[config.mk]
export PLATFORM = sky130hd
export DESIGN_NAME = extreg_area_ctl
export DESIGN_NICKNAME = d
export VERILOG_FILES = /design/src/rtl/extreg_area_ctl.sv
export SDC_FILE = /design/constraint.sdc
export NUM_CORES = 1
export LEC_CHECK = 0
export ABC_AREA = 1
export BUFFER_PORTS_ARGS = -buffer_cell sky130_fd_sc_hd__buf_2
export CAP_MARGIN = 20
export CORE_UTILIZATION = 35
export CTS_BUF_LIST = sky130_fd_sc_hd__clkbuf_4 sky130_fd_sc_hd__clkbuf_8
export CTS_CLUSTER_SIZE = 20
export DETAILED_ROUTE_END_ITERATION = 6
export GPL_TIMING_DRIVEN = 0
export PLACE_DENSITY = 0.76
export SETUP_SLACK_MARGIN = 0.3
export SYNTH_ARGS = -nofsm -noshare
export SYNTH_HDL_FRONTEND = slang
export SYNTH_SLANG_ARGS = --single-unit
[constraint.sdc]
create_clock -name clk -period 1.7 [get_ports clk]
set_input_delay 0.34 -clock clk [delete_from_list [all_inputs] [get_ports clk]]
set_output_delay 0.34 -clock clk [all_outputs]
set_load 0.02 [all_outputs]
[src/rtl/extreg_area_ctl.sv]
module extreg_area_ctl #(
  parameter int unsigned CNT_W    = 2,
  parameter logic [6:0]  EXT_PAGE = 7'h78,
  parameter logic [6:0]  STD_PAGE = 7'h7F,
  parameter logic [3:0]  GPR_NIB  = 4'hF
) (
  input  logic             clk,
  input  logic             rst_n,
  input  logic             ext_issue,
  input  logic [CNT_W-1:0] ext_cnt,
  input  logic             retire,
  input  logic             acc_valid,
  input  logic [1:0]       acc_mode,
  input  logic [15:0]      acc_addr,
  input  logic             wr,
  input  logic             wr_byte,
  input  logic             byte_hi,
  output logic             area_sel,
  output logic [7:0]       reg_off,
  output logic [1:0]       we,
  output logic             clr_other,
  output logic             bit_err
);
  localparam int unsigned WIN_W = CNT_W + 1;

  logic [WIN_W-1:0] win_cnt;

  always_ff @(posedge clk or negedge rst_n) begin
    if (!rst_n)
      win_cnt <= '0;
    else if (ext_issue)
      win_cnt <= {1'b0, ext_cnt} + WIN_W'(1);
    else if (retire && win_cnt != '0)
      win_cnt <= win_cnt - WIN_W'(1);
  end

  logic win_open, is_bit, is_abs, gpr_hit, abs_hit, bit_bad, wr_ok, byte_mode;

  assign win_open  = (win_cnt != '0);
  assign is_bit    = (acc_mode == 2'd1);
  assign is_abs    = acc_mode[1];
  assign gpr_hit   = !is_abs && (acc_addr[7:4] == GPR_NIB);
  assign abs_hit   = (acc_addr[15:9] == EXT_PAGE) || (acc_addr[15:9] == STD_PAGE);
  assign bit_bad   = is_bit && !acc_addr[7];

  assign area_sel  = is_abs ? (acc_addr[15:9] == EXT_PAGE) : (win_open && !gpr_hit);
  assign reg_off   = is_abs ? acc_addr[8:1] : acc_addr[7:0];

  assign bit_err   = acc_valid && bit_bad;
  assign wr_ok     = acc_valid && wr && !bit_bad && !(is_abs && !abs_hit);
  assign byte_mode = wr_byte && !is_bit;

  assign we        = !wr_ok     ? 2'b00 :
                     byte_mode ? (byte_hi ? 2'b10 : 2'b01) : 2'b11;
  assign clr_other = wr_ok && byte_mode && !gpr_hit;
endmodule

==> run_results.csv <==
group,metric,value,unit
route,avgRoutedWirePerCell,9.75,µm
floorplan,io_pins,41,
synthesis,ys_ff_latch,3,
route,first_pass_iters,3,
timing,rsz0062_at_grt,"yes",
route,dr.first_iter.drc_count,2,
clock_tree,cts_buffers,3,
floorplan,dieArea,0.00145,mm²
timing,period_needed,1.47,ns
setup_path,worst-setup-path-type,"reg -> out",
synthesis,avgSynthCellArea,5.68,µm²
floorplan,rows,12,
clock_tree,clock_latency,0.23,ns
layout,largest_register_ff_count,3,
floorplan,die_h,38.0,µm
power,p_leak,0.000507,µW
setup_path,crit_family,"flip-flops",
floorplan,fp.dieW,38.0,µm
layout,drive_gt1_frac,0.568,
setup_path,cpMaxStageDelayCell,"dfrtp_1",
timing,hold_violations,0,
clock_tree,clock_sinks,3,
timing,fin_hold_ws,0.337,ns
timing,layout_worst_path_cycle_share,0.866,
setup_path,slowest_delay,0.38,ns
layout,mostFrequentLayoutCell,"buf_2",
clock_tree,clk_pin_slew,0.04,ns
synthesis,synth_edf_count,0,
timing,fin_setup_tns,0,ns
setup_path,cp.required,1.36,ns
hold_path,hp-class,"in -> reg",
route,vias,675,
route,ant_nets,0,
timing,slew_viol_final,0,
route,viasPerCell,4.62,
synthesis,synth_cell_types,17,
synthesis,syn_inst,80,
global_route,grt_max_degree,11,
timing,finalWorstSetupSlack,0.228,ns
synthesis,syn_nets,111,
layout,final_nets,164,
global_route,antenna_found_initial,0,
layout,n_antenna_cell,0,
clock_tree,root_buffer,"clkbuf_4",
synthesis,netlist_area,454,µm²
run,cap_violations,0,
setup_path,crit_fanout,2,
timing,worst_slew_pin_slew,0.167,ns
synthesis,synth_flop_cell,"dfrtp_1",
layout,largest_registers,"win_cnt (3)",
global_route,grtUsageTotal,0.201,
power,power-per-cell-area,619,mW/mm²
setup_path,crit_path_cell_trace,"inv_2 -> ha_4 -> nand2_2 -> nand3_2 -> o21ai_1 -> buf_4",
place,place_congestion,0.634,
place,dpl_worst_slack,0.220,ns
clock_tree,cts_buffer_depth,2,
global_route,grt_pass1_wl,2060,µm
power,power,539,µW
route,totalWireLength,1420,µm
synthesis,yosysWarnings,0,
global_route,gr-total-overflow,0,
layout,regMostFlops,"win_cnt",
floorplan,core_area,0.00116,mm²
place,post-dp-hpwl,979,µm
floorplan,start_util,0.393,
timing,finalClockSkew,0.00396,ns
power,peakVddDrop,544,µV
setup_path,worstSetupStartpointType,"flop",
place,io_buffers,40,
global_route,grt_pass1_vias,535,
layout,mostFrequentLayoutCells,"buf_2, nand2_1, buf_4",
route,drc,0,
timing,clock.fmax,0.679,GHz
layout,area_growth,91.7,%
synthesis,async_flop_share,1.00,
clock_tree,htree_levels,1,
setup_path,arrival,1.13,ns
setup_path,worstPathBufferInverterCount,2,
setup_path,endpoint_kind,"primary output",
timing,finalSetupViolations,0,
run_status,run_status,"complete, no violations",
synthesis,yosysSeqAreaShare,0.165,
clock_tree,cts_tree,"built",
timing,slew_headroom,0.888,
==> per-stage QoR <==
step                 util  area, µm²  cells
floorplan               -        454     80
global placement    0.581        672    134
detailed placement  0.581        672    134
CTS                 0.685        792    144
global route        0.753        871    146
finish              0.753        871    146
==> synthesized netlist by cell type, types with 2 or more instances <==
master	instances	area share
nand3_2	2	0.044
ha_1	3	0.083
nand3_1	8	0.088
o21ai_0	7	0.077
nand2_1	23	0.19
nor2_1	12	0.099
inv_2	3	0.025
dfrtp_1	3	0.17
inv_1	11	0.091
==> cell type report <==
| cell class | count | area [µm²] |
|---|---|---|
| fill | 101 | 285 |
| inverter | 14 | 55.1 |
| sequential | 3 | 75.1 |
| clock buffer | 4 | 30.0 |
| tap | 14 | 17.5 |
| timing repair buffer | 48 | 307 |
| buffer | 1 | 5.00 |
| multi-input combinational | 62 | 382 |
==> final timing paths <==
kind,startpoint,endpoint,slack [ns],cells past startpoint
setup / recovery,win_cnt[0]$_DFFE_PN0P_,area_sel,0.23,6
setup reg to reg,win_cnt[0]$_DFFE_PN0P_,win_cnt[0]$_DFFE_PN0P_,0.37,8
max in group asynchronous,rst_n,win_cnt[1]$_DFFE_PN0P_,1.14,2
hold reg to reg,win_cnt[0]$_DFFE_PN0P_,win_cnt[0]$_DFFE_PN0P_,0.53,2
hold / removal,ext_cnt[0],win_cnt[0]$_DFFE_PN0P_,0.34,2
min in group asynchronous,rst_n,win_cnt[2]$_DFFE_PN0P_,0.44,2
==> what timing repair did <==
item | CTS | global route
hold endpoints to repair | 3 | 0
setup buffers | 5 | 2
resized for setup | 14 | 16
setup endpoints to repair | 4 | 5
pin swaps | 2 | 11
hold buffers | 1 | 0
==> worst reg2reg max path, delay by kind of cell, from the launching register on <==
kind | cells | cell delay (ns)
AO/OA/AOI/OAI | 2 | 0.25
adder cells (fa/ha/maj) | 1 | 0.16
buffers and inverters | 3 | 0.31
flip-flops | 1 | 0.35
AND/OR/NAND/NOR | 2 | 0.13
==> where the power goes <==
part	leakage, µW	switching [µW]	internal [µW]
logic	0.000452	150	144
clock network	0.0000184	40.4	104
registers	0.0000365	13.0	87.1
total	0.000507	203	335
==> kinds of logic (layout without fill, tap and decap cells) <==
family / count (synthesis) / in the layout / synth area share
simple gates: 47 / 47 / 0.449
buf+inv: 15 / 67 / 0.127
compound gates: 11 / 11 / 0.157
fa+ha+maj: 3 / 3 / 0.0827
flops: 3 / 3 / 0.165
xor+xnor: 1 / 1 / 0.0193
==> layer usage <==
metal | up-vias | global-route usage | wire [µm]
li1 | 353 | - | -
met1 | 293 | 0.185 | 513
met2 | 29 | 0.432 | 813
met3 | 0 | 0.0291 | 97
met4 | 0 | 0.0536 | 0
met5 | - | 0 | 0
No activity file was read; power rests on OpenSTA's default activity.
